**config.mk**
```make
export PLATFORM = sky130hd
export DESIGN_NAME = lpm_ctrl
export DESIGN_NICKNAME = d
export VERILOG_FILES = /design/src/rtl/lpm_pkg.sv /design/src/rtl/lpm_idle_timer.sv /design/src/rtl/lpm_wait_timer.sv /design/src/rtl/lpm_policy.sv /design/src/rtl/lpm_ctrl.sv
export SDC_FILE = /design/constraint.sdc
export NUM_CORES = 1
export LEC_CHECK = 0
export ABC_AREA = 1
export BUFFER_PORTS_ARGS = -buffer_cell sky130_fd_sc_hd__buf_2
export CAP_MARGIN = 10
export CORE_MARGIN = 1.5
export CORE_UTILIZATION = 44
export DETAILED_ROUTE_END_ITERATION = 16
export GPL_TIMING_DRIVEN = 0
export SYNTH_ARGS = -nofsm -noshare
export SYNTH_HDL_FRONTEND = slang
export SYNTH_HIERARCHICAL = 1
export SYNTH_SLANG_ARGS = --single-unit
```
**constraint.sdc**
```tcl
create_clock -name clk -period 3.2 [get_ports clk]
set_clock_uncertainty 0.15 [all_clocks]
set_input_delay 0.16 -clock clk [delete_from_list [all_inputs] [get_ports clk]]
set_output_delay 0.16 -clock clk [all_outputs]
set_load 0.005 [all_outputs]
```
**src/rtl/lpm_pkg.sv**
```systemverilog
package lpm_pkg;
  typedef enum logic [2:0] {
    LC_NONE   = 3'd0,
    LC_REQ_U1 = 3'd1,
    LC_REQ_U2 = 3'd2,
    LC_REQ_U3 = 3'd3,
    LC_ACCEPT = 3'd4,
    LC_REJECT = 3'd5,
    LC_ACK    = 3'd6
  } lcmd_e;

  typedef enum logic [1:0] {
    PS_U0 = 2'd0,
    PS_U1 = 2'd1,
    PS_U2 = 2'd2,
    PS_U3 = 2'd3
  } pstate_e;

  typedef enum logic [2:0] {
    HS_ACTIVE,
    HS_REQ,
    HS_ANS,
    HS_LOW,
    HS_RECOV
  } hs_e;
endpackage

```
**src/rtl/lpm_idle_timer.sv**
```systemverilog
module lpm_idle_timer #(
  parameter int TW = 16
) (
  input  logic          clk,
  input  logic          rst_n,
  input  logic          run,
  input  logic          clr,
  input  logic [TW-1:0] limit,
  output logic          expired
);
  logic [TW-1:0] cnt_q;

  always_ff @(posedge clk) begin
    if (!rst_n)            cnt_q <= '0;
    else if (!run || clr)  cnt_q <= '0;
    else if (cnt_q != '1)  cnt_q <= cnt_q + 1'b1;
  end

  assign expired = run && !clr && (limit != '0) && (cnt_q >= limit);
endmodule

```
**src/rtl/lpm_wait_timer.sv**
```systemverilog
module lpm_wait_timer #(
  parameter int CW = 9
) (
  input  logic          clk,
  input  logic          rst_n,
  input  logic          run,
  input  logic          restart,
  input  logic [CW-1:0] limit,
  output logic          done
);
  logic [CW-1:0] cnt_q;

  always_ff @(posedge clk) begin
    if (!rst_n)               cnt_q <= '0;
    else if (!run || restart) cnt_q <= '0;
    else                      cnt_q <= cnt_q + 1'b1;
  end

  assign done = run && (cnt_q == limit - 1'b1);
endmodule

```
**src/rtl/lpm_policy.sv**
```systemverilog
module lpm_policy
  import lpm_pkg::*;
(
  input  logic    in_vld,
  input  logic [2:0] in_code,
  input  logic    capable,
  input  logic    force_acc,
  input  logic    host,
  input  logic    suspend,
  input  logic    u1_exp,
  input  logic    u2_exp,
  output logic    in_req,
  output logic    in_accept,
  output pstate_e in_tgt,
  output logic    own_vld,
  output pstate_e own_tgt
);
  always_comb begin
    in_req    = in_vld && (in_code == LC_REQ_U1 || in_code == LC_REQ_U2 ||
                           in_code == LC_REQ_U3);
    in_tgt    = pstate_e'(in_code[1:0]);
    in_accept = (in_code == LC_REQ_U3) || capable || force_acc;

    own_vld = 1'b0;
    own_tgt = PS_U0;
    if (host && suspend) begin
      own_vld = 1'b1;
      own_tgt = PS_U3;
    end else if (capable && u1_exp) begin
      own_vld = 1'b1;
      own_tgt = PS_U1;
    end else if (capable && u2_exp) begin
      own_vld = 1'b1;
      own_tgt = PS_U2;
    end
  end
endmodule

```
**src/rtl/lpm_ctrl.sv**
```systemverilog
module lpm_ctrl
  import lpm_pkg::*;
#(
  parameter int TW        = 16,
  parameter int REPLY_CYC = 300,
  parameter int ACK_CYC   = 100
) (
  input  logic          clk,
  input  logic          rst_n,
  input  logic          cmd_in_vld,
  input  logic [2:0]    cmd_in_code,
  output logic          cmd_out_vld,
  output logic [2:0]    cmd_out_code,
  input  logic          link_active,
  input  logic [TW-1:0] u1_idle_limit,
  input  logic [TW-1:0] u2_idle_limit,
  input  logic          u1u2_capable,
  input  logic          force_accept,
  input  logic          host_role,
  input  logic          suspend_req,
  input  logic          wake,
  input  logic          recovery_done,
  output logic [1:0]    pwr_state,
  output logic          recovery_req
);
  localparam int WMAX = (REPLY_CYC > ACK_CYC) ? REPLY_CYC : ACK_CYC;
  localparam int CW   = $clog2(WMAX + 1);

  hs_e     st_q, st_d;
  pstate_e pwr_q, pwr_d, tgt_q, tgt_d;
  logic       ov_q, ov_d, rec_q, rec_d;
  logic [2:0] oc_q, oc_d;

  logic in_u0_idle;
  assign in_u0_idle = (st_q == HS_ACTIVE);

  // idle counters: index 0 drives U1 entry, index 1 drives U2 entry
  logic          idle_run [2];
  logic          idle_clr [2];
  logic [TW-1:0] idle_lim [2];
  logic          idle_exp [2];

  assign idle_run[0] = in_u0_idle;
  assign idle_run[1] = in_u0_idle || (st_q == HS_LOW && pwr_q == PS_U1);
  assign idle_lim[0] = u1_idle_limit;
  assign idle_lim[1] = u2_idle_limit;

  for (genvar gi = 0; gi < 2; gi++) begin : g_idle
    assign idle_clr[gi] = in_u0_idle && link_active;
    lpm_idle_timer #(.TW(TW)) u_idle (
      .clk(clk), .rst_n(rst_n), .run(idle_run[gi]), .clr(idle_clr[gi]),
      .limit(idle_lim[gi]), .expired(idle_exp[gi])
    );
  end

  logic          w_run, w_restart, w_done;
  logic [CW-1:0] w_lim;
  assign w_run     = (st_q == HS_REQ) || (st_q == HS_ANS);
  assign w_restart = (st_d != st_q);
  assign w_lim     = (st_q == HS_REQ) ? CW'(REPLY_CYC) : CW'(ACK_CYC);

  lpm_wait_timer #(.CW(CW)) u_wait (
    .clk(clk), .rst_n(rst_n), .run(w_run), .restart(w_restart),
    .limit(w_lim), .done(w_done)
  );

  logic    in_req, in_accept, own_vld;
  pstate_e in_tgt, own_tgt;

  lpm_policy u_policy (
    .in_vld(cmd_in_vld), .in_code(cmd_in_code), .capable(u1u2_capable),
    .force_acc(force_accept), .host(host_role), .suspend(suspend_req),
    .u1_exp(idle_exp[0]), .u2_exp(idle_exp[1]),
    .in_req(in_req), .in_accept(in_accept), .in_tgt(in_tgt),
    .own_vld(own_vld), .own_tgt(own_tgt)
  );

  logic got_accept, got_reject, got_ack;
  assign got_accept = cmd_in_vld && (cmd_in_code == LC_ACCEPT);
  assign got_reject = cmd_in_vld && (cmd_in_code == LC_REJECT);
  assign got_ack    = cmd_in_vld && (cmd_in_code == LC_ACK);

  always_comb begin
    st_d  = st_q;
    pwr_d = pwr_q;
    tgt_d = tgt_q;
    ov_d  = 1'b0;
    oc_d  = LC_NONE;
    rec_d = 1'b0;
    unique case (st_q)
      HS_ACTIVE: begin
        if (in_req) begin
          ov_d = 1'b1;
          if (in_accept) begin
            oc_d  = LC_ACCEPT;
            tgt_d = in_tgt;
            st_d  = HS_ANS;
          end else begin
            oc_d = LC_REJECT;
          end
        end else if (own_vld) begin
          ov_d  = 1'b1;
          oc_d  = {1'b0, own_tgt};
          tgt_d = own_tgt;
          st_d  = HS_REQ;
        end
      end
      HS_REQ: begin
        if (in_req) begin
          ov_d  = 1'b1;
          oc_d  = LC_ACCEPT;
          tgt_d = in_tgt;
          st_d  = HS_ANS;
        end else if (got_accept) begin
          ov_d  = 1'b1;
          oc_d  = LC_ACK;
          pwr_d = tgt_q;
          st_d  = HS_LOW;
        end else if (got_reject && tgt_q != PS_U3) begin
          st_d = HS_ACTIVE;
        end else if (w_done) begin
          if (tgt_q == PS_U3) begin
            pwr_d = PS_U3;
            st_d  = HS_LOW;
          end else begin
            rec_d = 1'b1;
            st_d  = HS_RECOV;
          end
        end
      end
      HS_ANS: begin
        if (got_ack || w_done) begin
          pwr_d = tgt_q;
          st_d  = HS_LOW;
        end
      end
      HS_LOW: begin
        if (wake) begin
          rec_d = 1'b1;
          st_d  = HS_RECOV;
        end else if (pwr_q == PS_U1 && idle_exp[1]) begin
          pwr_d = PS_U2;
        end
      end
      HS_RECOV: begin
        if (recovery_done) begin
          pwr_d = PS_U0;
          st_d  = HS_ACTIVE;
        end
      end
      default: st_d = HS_ACTIVE;
    endcase
  end

  always_ff @(posedge clk) begin
    if (!rst_n) begin
      st_q  <= HS_ACTIVE;
      pwr_q <= PS_U0;
      tgt_q <= PS_U0;
      ov_q  <= 1'b0;
      oc_q  <= LC_NONE;
      rec_q <= 1'b0;
    end else begin
      st_q  <= st_d;
      pwr_q <= pwr_d;
      tgt_q <= tgt_d;
      ov_q  <= ov_d;
      oc_q  <= oc_d;
      rec_q <= rec_d;
    end
  end

  assign cmd_out_vld  = ov_q;
  assign cmd_out_code = oc_q;
  assign pwr_state    = pwr_q;
  assign recovery_req = rec_q;
endmodule

```
### Yosys cells after proc, flatten, opt, wreduce, memory -nomap -nowiden

Cells that the tools add are included.

| word-level totals | value |
|---|---|
| logic and storage cells | 138 |
| register bits | 53 |

| cells by class | value |
|---|---|
| add/sub/neg operators | 4 |
| multiplexer cells | 52 |
| reductions and logical operators | 42 |
| order comparisons | 2 |
| bitwise operators | 1 |
| equality and inequality tests | 28 |

Operators by type and width:

| operator | number |
|---|---|
| 3-bit two-way mux | 14 |
| 2-bit two-way mux | 17 |
| 16-bit by 1-bit adder with 16-bit output, second input constant | 2 |
| 16-bit >= comparator | 2 |
| 16-bit inequality test, second input constant | 2 |
| 16-bit nonzero test | 2 |
| 1-bit logical AND | 18 |
| 3-bit case mux with 5 select lines | 1 |
| 1-bit two-way mux | 14 |
| 3-bit by 2-bit == test with 1-bit output, second input constant | 4 |
| 3-bit == test, second input constant | 4 |
| 3-bit inequality test, second input constant | 4 |
| 1-bit logical OR | 10 |
| 2-bit inequality test, second input constant | 5 |
| 9-bit by 1-bit adder with 9-bit output, second input constant | 1 |
| 9-bit == test | 1 |
| 9-bit two-way mux | 1 |
| 9-bit AND reduction | 1 |
| 9-bit by 1-bit subtractor with 9-bit output, second input constant | 1 |
| 2-bit case mux with 4 select lines | 1 |
| 3-bit by 1-bit == test with 1-bit output, second input constant | 2 |
| 3-bit case mux with 2 select lines | 1 |
| 2-bit OR reduction | 3 |
| 1-bit logical NOT | 4 |
| other kinds (12) | 14 |

### Longest topological paths before layout

Gate-level depths: netlist of run 1.

| logic depth | value |
|---|---|
| word-level depth | 16 |
| depth in mapped cells | 25 |

### Modules after synthesis

The synthesis of run 1 kept the hierarchy.

By module, submodules not included:

| module | times used | area an instance (µm²) | cells each |
|---|---|---|---|
| lpm_idle_timer | 2 | 1331.3 | 207 |
| lpm_ctrl | 1 | 837.1 | 146 |
| lpm_wait_timer | 1 | 721.9 | 126 |
| lpm_policy | 1 | 75.1 | 17 |

### Least setup slack after synthesis of run 1

OpenSTA, ideal clock, no wires.

| path | value |
|---|---|
| path type | register -> register |
| from | reg st_q[2] |
| to | reg u_wait.cnt_q[5] |
| path slack | 663 ps |
| cell stages (with the launch flop) | 22 |
| buffers on the path | 0 |
| data arrival time | 2310 ps |
| setup time | 78 ps |
| cells stage by stage | dfxtp_1 inv_2 nand2_2 nor2_1 inv_2 nand2_1 nand3_1 nor2_1 nand3_1 nor2_1 nand2_1 nor2_2 inv_1 nor2_1 nor2_1 nand3_1 nand4_1 nand2_1 nand3_1 nor2_1 inv_1 nor3_1 |

| on the way | value |
|---|---|
| elaborated cells on any way between the ends | 41 |
| classes of those cells | add/sub (1); eq/ne (6); mux (15); reduce/logical (19) |

RTL lines:

| item | line | RTL |
|---|---|---|
| start, declared | lpm_ctrl.sv:29 | `hs_e st_q, st_d;` |
| start signal, assigned | lpm_ctrl.sv:164 | `st_q <= st_d;` |
| 3-bit by 1-bit == test with 1-bit output / 3-bit by 2-bit == test with 1-bit output (equally long branches) | lpm_ctrl.sv:58 | `assign w_run = (st_q == HS_REQ) \|\| (st_q == HS_ANS);` |
| 1-bit logical OR * | lpm_ctrl.sv:58 |  |
| net w_run | lpm_ctrl.sv:56 | `logic w_run, w_restart, w_done;` |
| 1-bit logical AND * | lpm_wait_timer.sv:19 | `assign done = run && (cnt_q == limit - 1'b1);` |
| net w_done | lpm_ctrl.sv:56 |  |
| 3-bit two-way mux | lpm_ctrl.sv:121 | `end else if (w_done) begin` |
| 3-bit two-way mux | lpm_ctrl.sv:119 | `end else if (got_reject && tgt_q != PS_U3) begin` |
| 3-bit two-way mux | lpm_ctrl.sv:114 | `end else if (got_accept) begin` |
| 3-bit two-way mux | lpm_ctrl.sv:109 | `if (in_req) begin` |
| 3-bit case mux with 5 select lines * | lpm_ctrl.sv:90 | `unique case (st_q)` |
| 3-bit inequality test * | lpm_ctrl.sv:59 | `assign w_restart = (st_d != st_q);` |
| net w_restart | lpm_ctrl.sv:56 |  |
| 1-bit logical OR * | lpm_wait_timer.sv:15 | `else if (!run \|\| restart) cnt_q <= '0;` |
| 2-bit OR reduction (no source line) * | -- |  |
| end signal, assigned | lpm_wait_timer.sv:16 | `else cnt_q <= cnt_q + 1'b1;` |
| end, declared | lpm_wait_timer.sv:11 | `logic [CW-1:0] cnt_q;` |

The timed path passes the listed nets; every way through them passes the cells marked *.
A chain may end at the register's enable or synchronous reset.

==> impl_metrics.env, run 1 <==
export IMPL_status="completed"
export IMPL_critPathLaunchType="register"
export IMPL_yosysSeqAreaShare_pct=24.7
export IMPL_overflow=0
export IMPL_wl_um=9590
export IMPL_start_util_pct=45.8
export IMPL_hold_violations=0
export IMPL_grt_max_degree=15
export IMPL_finalNonFillerCells=913
export IMPL_fmax_mhz=353
export IMPL_grt_setup_unrepaired="no"
export IMPL_power_switching_share_pct=30.2
export IMPL_min_delay_path_class="in -> reg"
export IMPL_combPwrFrac_pct=20.4
export IMPL_vdd_drop_max_mv=0.159
export IMPL_synth_edff_count=0
export IMPL_critical_path_class="reg -> reg"
export IMPL_seqPwrFrac_pct=51.8
export IMPL_netlist_area_um2=4300
export IMPL_wl_per_cell_um=10.5
export IMPL_worstPathRequired_ns=3.29
export IMPL_drive_above_1_share_pct=14.8
export IMPL_synthCells=703
export IMPL_dp_slack_ns=0.0524
export IMPL_dr_first_iter_drc_count=111
export IMPL_die_area_um2=10400
export IMPL_remaining_drc_errors=0
export IMPL_cts_tree="yes"
export IMPL_critical_path_top_delay_family="simple AND/OR/NAND/NOR gates"
export IMPL_async_flop_share_pct=0
export IMPL_cap_violations=0
export IMPL_vias=4264
export IMPL_grt_pass1_wl_um=17100
export IMPL_clk_latency_ns=0.31
export IMPL_critPathSlowestCell="dfxtp_2"
export IMPL_synth_seq_cells=53
export IMPL_rows=35
export IMPL_path_common_cell="nand2_1"
export IMPL_path_buf_inv=3
export IMPL_path_cells="inv_1 -> ha_1 -> nand2_1 -> nand3_1 -> nand2_1 -> nand2_1 -> nand2_1 -> nand2_1 -> nand2_1 -> a21oi_4 -> nand2_1 -> nand3_1 -> inv_1 -> nor2_1 -> nand2_1 -> nand2_1 -> nor2_2 -> nand3_1 -> nand2_1 -> nand3_1 -> nor2_4 -> inv_2 -> nor3_1"
export IMPL_fin_ws_ns=0.370
export IMPL_syn_avg_cell_area_um2=6.11
export IMPL_synth_warnings=6
export IMPL_io_buffers=51
export IMPL_clock_path_buffers=2
export IMPL_endpoint_kind="register"
export IMPL_min_period_over_period_pct=88.4
export IMPL_cts_sinks=53
export IMPL_drv_slew=0
export IMPL_synthDistinctLibCells=34
export IMPL_synth_ff_type="dfxtp_1"
export IMPL_ctsHtreeMaxLevel=2
export IMPL_io_pins=52
export IMPL_post_place_cells=901
export IMPL_ant_nets=0
export IMPL_power_mw=1.34
export IMPL_core_area_um2=9370
export IMPL_dr_pass1_iters=6
export IMPL_fin_area_um2=4940
export IMPL_dpl_hpwl_um=7890
export IMPL_die_x_um=102
export IMPL_die_height_um=102
export IMPL_viasPerCell=4.67
export IMPL_gp_congestion=0.849
export IMPL_root_buffer="clkbuf_8"
export IMPL_critical_path_arrival_ns=2.92
export IMPL_postPlaceCellArea_um2=4780
export IMPL_fin_crit_ns=2.83
export IMPL_internal_power_mw=0.939
export IMPL_clk_pin_slew_ns=0.10
export IMPL_power_density_nw_per_um2=272
export IMPL_antenna_cells=0
export IMPL_p_leak_nw=2.61
export IMPL_nNetsFinal=864
export IMPL_path_max_fanout=6
export IMPL_gr_usage_all_layers_pct=20.3
export IMPL_fin_tns_setup_ns=0
export IMPL_numCtsBuffers=5
export IMPL_p_clk_share_pct=27.8
export IMPL_finalSetupViolations=0
export IMPL_syn_to_final_growth_pct=14.9
export IMPL_antenna_found_initial=0
export IMPL_p_switching_mw=0.406
export IMPL_grt_pass1_vias=4079
export IMPL_slowest_delay_ns=0.36
-- final cells by class --
cell class              count  area [um2]
plain buffers               6        45.0
clock buffers               8        80.1
fillers                   987        4440
inverters                 139         522
multi-input cells         523        2770
flip-flops and latches     53        1070
well taps                 129         161
repair buffers             55         288
-- power groups by stage --
stage / Clock (mW) / Combinational (mW) / Sequential [mW]
2_1_floorplan: 0 / 0.183 / 0.705
5_1_grt: 0.421 / 0.322 / 0.699
3_3_place_gp: 0 / 0.256 / 0.709
6_report: 0.374 / 0.275 / 0.696
3_5_place_dp: 0 / 0.262 / 0.709
4_1_cts: 0.397 / 0.268 / 0.694
-- metal layers --
| layer | vias up | share of wire (%) | track usage [%] |
|---|---|---|---|
| met1 | 1818 | 50 | 26.3 |
| li1 | 2354 | - | - |
| met3 | 10 | 3.9 | 3.08 |
| met4 | 0 | 1.2 | 5.27 |
| met5 | - | 0 | 0 |
| met2 | 82 | 45 | 35.3 |
-- worst min-delay path, cell delays in order --
cell and delay, ns:
buf_2 0.18, nand2_1 0.09, inv_1 0.03
-- cells in the final DEF (no fill, tap or decap), types with 9 or more instances in the layout --
master / n
nand2_2: 9
nor2_1: 76
o21ai_0: 14
a31oi_1: 10
buf_2: 51
ha_1: 36
nor3_1: 11
inv_1: 131
nand3_1: 66
a21oi_1: 29
nand4_1: 16
dfxtp_1: 48
conb_1: 20
nand2_1: 185
-- cell usage after synthesis (all sizes together) (6+ instances only) --
| master | count | area share, % |
|---|---|---|
| o21ai | 14 | 1.6 |
| nand2 | 196 | 18 |
| inv | 139 | 12 |
| nor3 | 14 | 2.3 |
| nand3 | 69 | 8.4 |
| nand4 | 16 | 2.3 |
| ha | 36 | 10 |
| a21oi | 32 | 3.9 |
| nor2 | 91 | 9.1 |
| dfxtp | 53 | 25 |
| a31oi | 10 | 1.5 |
| or2 | 6 | 0.87 |
-- what timing repair did --
action | in CTS | in global routing
buffers inserted | 3 | 0
hold buffers | 1 | 0
endpoints found under the hold margin | 1 | 0
endpoints found under the setup margin | 1 | 9
pin swaps | 1 | 0
gates resized for setup | 0 | 15
-- worst paths after layout --
path                                                 from                         to  slack (ns)  cells past startpoint
worst max-delay path            g_idle[1].u_idle/cnt_q[0]            u_wait/cnt_q[5]        0.37                     23
worst min-delay path                                rst_n                    st_q[1]        0.03                      3
worst max register to register  g_idle[1].u_idle/cnt_q[0]            u_wait/cnt_q[5]        0.37                     23
worst min register to register  g_idle[0].u_idle/cnt_q[0]  g_idle[0].u_idle/cnt_q[0]        0.34                      2
-- registers in the layout (all words and copies together) (netlist names) --
signal and count:
tgt_q 2, st_q 3, g_idle.u_idle/cnt_q 32, pwr_state 2
u_wait/cnt_q 9, recovery_req 1, cmd_out_code 3, cmd_out_vld 1
-- logic make-up after synthesis --
logic type      count (synthesis)  synth area share [%]
simple gates                  394                  41.3
buf+inv                       145                  13.2
compound gates                 65                  8.56
flops                          53                  24.7
fa+ha+maj                      36                  10.5
xor+xnor                        8                  1.63
other cells                     2                 0.175
-- through the flow --
step	hold slack, ns	util (%)
floorplan	0.108	-
global placement	0.333	51.0
detailed placement	0.336	51.0
CTS	0.0123	52.2
global route	0.0332	52.7
finish	0.0319	52.7
No activity file was read; power rests on OpenSTA's default activity.
==> inputs of run 2 (changes only) <==
MAX_ROUTING_LAYER = met4   (was default)
==> impl_metrics.env, run 2 (synthesized netlist as in run 1, its figures left out) <==
export IMPL_status="completed"
export IMPL_p_switching_mw=0.416
export IMPL_min_delay_path_class="in -> reg"
export IMPL_wl_per_cell_um=10.7
export IMPL_nNetsFinal=863
export IMPL_layout_common_cells="185 x nand2_1, 131 x inv_1, 76 x nor2_1"
export IMPL_power_switching_share_pct=28.6
export IMPL_ant_nets=0
export IMPL_clock_path_buffers=2
export IMPL_fin_crit_ns=2.85
export IMPL_grt_max_degree=16
export IMPL_dr_first_iter_drc_count=129
export IMPL_final_common_cell="nand2_1"
export IMPL_largest_register="g_idle.u_idle/cnt_q"
export IMPL_critPathLaunchType="register"
export IMPL_syn_to_final_growth_pct=15.6
export IMPL_path_cells="inv_2 -> nand2_2 -> nor2_4 -> inv_2 -> nand2_1 -> nand3_1 -> nor2_1 -> nand3_1 -> nor2_1 -> nand2_1 -> nor2_4 -> inv_1 -> nor2_1 -> nor2_1 -> nand3_1 -> nand4_1 -> nand2_1 -> nand3_1 -> nor2_4 -> inv_2 -> nor3_1"
export IMPL_critical_path_arrival_ns=2.94
export IMPL_rows=35
export IMPL_power_mw=1.45
export IMPL_die_area_um2=10400
export IMPL_nFillCells=958
export IMPL_antenna_found_initial=0
export IMPL_internal_power_mw=1.04
export IMPL_largest_reg_flops=32
export IMPL_dr_pass1_iters=4
export IMPL_grt_pass1_vias=3994
export IMPL_ctsHtreeMaxLevel=2
export IMPL_clk_pin_slew_ns=0.10
export IMPL_drv_slew=0
export IMPL_path_buf_inv=4
export IMPL_grt_pass1_wl_um=16900
export IMPL_seq_area_um2=1070
export IMPL_hold_path_depth=3
export IMPL_hold_slack_ns=0.0146
export IMPL_finalSetupViolations=0
export IMPL_min_period_over_period_pct=89.1
export IMPL_fin_ws_ns=0.347
export IMPL_slowest_delay_ns=0.38
export IMPL_power_density_nw_per_um2=293
export IMPL_gp_congestion=0.862
export IMPL_fin_area_um2=4960
export IMPL_min_from="rst_n"
export IMPL_vias=4299
export IMPL_gr_usage_all_layers_pct=20.9
export IMPL_wl_um=9740
export IMPL_numCtsBuffers=5
export IMPL_core_area_um2=9370
export IMPL_grt_setup_unrepaired="no"
export IMPL_dpl_hpwl_um=7950
export IMPL_fmax_mhz=351
export IMPL_endpoint_kind="register"
export IMPL_cts_tree="yes"
export IMPL_multi_input_area_um2=2770
export IMPL_path_max_fanout=6
export IMPL_critical_path_class="reg -> reg"
export IMPL_reg_top3="g_idle.u_idle/cnt_q: 32 flops, u_wait/cnt_q: 9 flops"
export IMPL_critical_path_top_delay_family="simple AND/OR/NAND/NOR gates"
export IMPL_combPwrFrac_pct=18.8
export IMPL_remaining_drc_errors=0
export IMPL_timing_rr_end="u_wait/cnt_q[5]"
export IMPL_seqPwrFrac_pct=47.9
export IMPL_worstHoldEndpoint="st_q[1]"
export IMPL_io_pins=52
export IMPL_die_x_um=102
export IMPL_hold_violations=0
export IMPL_clk_latency_ns=0.31
export IMPL_cts_sinks=53
export IMPL_r2r_cells=21
export IMPL_drive_above_1_share_pct=14.9
export IMPL_fin_tns_setup_ns=0
export IMPL_io_buffers=51
export IMPL_worstPathRequired_ns=3.29
export IMPL_p_clk_share_pct=33.3
export IMPL_vdd_drop_max_mv=0.184
export IMPL_root_buffer="clkbuf_8"
export IMPL_p_leak_nw=2.63
export IMPL_postPlaceCellArea_um2=4780
export IMPL_cap_violations=0
export IMPL_rrSetupSlack_ns=0.35
export IMPL_critPathSlowestCell="dfxtp_1"
export IMPL_start_util_pct=45.8
export IMPL_overflow=0
export IMPL_viasPerCell=4.71
export IMPL_r2r_start="st_q[2]"
export IMPL_die_height_um=102
export IMPL_dp_slack_ns=-0.00559
export IMPL_antenna_cells=0
run 2: cell count changes in the layout (fill, tap and decap cells not counted):
| cell | before | now |
|---|---|---|
| buf_4 | 5 | 4 |
| bufinv_16 | 0 | 1 |
| clkbuf_1 | 5 | 3 |
| clkbuf_8 | 5 | 6 |
run 2: through the flow:
stage | util [%] | instances
6_report | 53.0 | 912
5_1_grt | 53.0 | 912
4_1_cts | 52.6 | 912
3_5_place_dp | 51.0 | 901
3_3_place_gp | 51.0 | 901
2_1_floorplan | - | 721
run 2: worst max path at each step:
stage                                          from               to  depth (start not counted)
after detailed placement                    st_q[1]  u_wait/cnt_q[5]                         20
after global routing      g_idle[1].u_idle/cnt_q[0]  u_wait/cnt_q[5]                         23
after floorplan                             st_q[2]  u_wait/cnt_q[5]                         21
after CTS                                   st_q[2]  u_wait/cnt_q[5]                         19
after global placement                      st_q[2]  u_wait/cnt_q[5]                         21
final                                       st_q[2]  u_wait/cnt_q[5]                         21
run 2: power by group through the flow:
stage,sequential [mW],clock [mW],combinational (mW)
final,0.696,0.484,0.273
after floorplan,0.705,0,0.183
after global placement,0.709,0,0.256
after global routing,0.699,0.529,0.322
after CTS,0.694,0.500,0.268
after detailed placement,0.709,0,0.262
run 2: area by class of cell:
type	instances	share of cell area (%)
Multi-Input combinational cell	523	55.8
Sequential cell	53	21.5
Inverter	139	10.5
Timing Repair Buffer	54	5.65
Tap cell	129	3.25
Clock buffer	7	1.74
Buffer	6	0.907
Clock inverter	1	0.605
run 2: repair_timing:
action	CTS	global route
setup endpoints to repair	1	9
buffers inserted	2	0
hold endpoints to repair	1	0
resized for setup	2	13
pin swaps	1	1
hold buffers	1	0
run 2: worst min-delay path, cell delays in order:
cell     delay [ns]
buf_2          0.17
nand2_1        0.08
inv_1          0.03
run 2: layer usage:
| metal | up-vias | routed length (um) | global-route usage (%) |
|---|---|---|---|
| met5 | - | 0 | - |
| met2 | 67 | 4520 | 35.6 |
| met1 | 1878 | 4770 | 26.6 |
| met4 | 0 | 95 | 4.85 |
| li1 | 2347 | - | - |
| met3 | 7 | 354 | 2.53 |
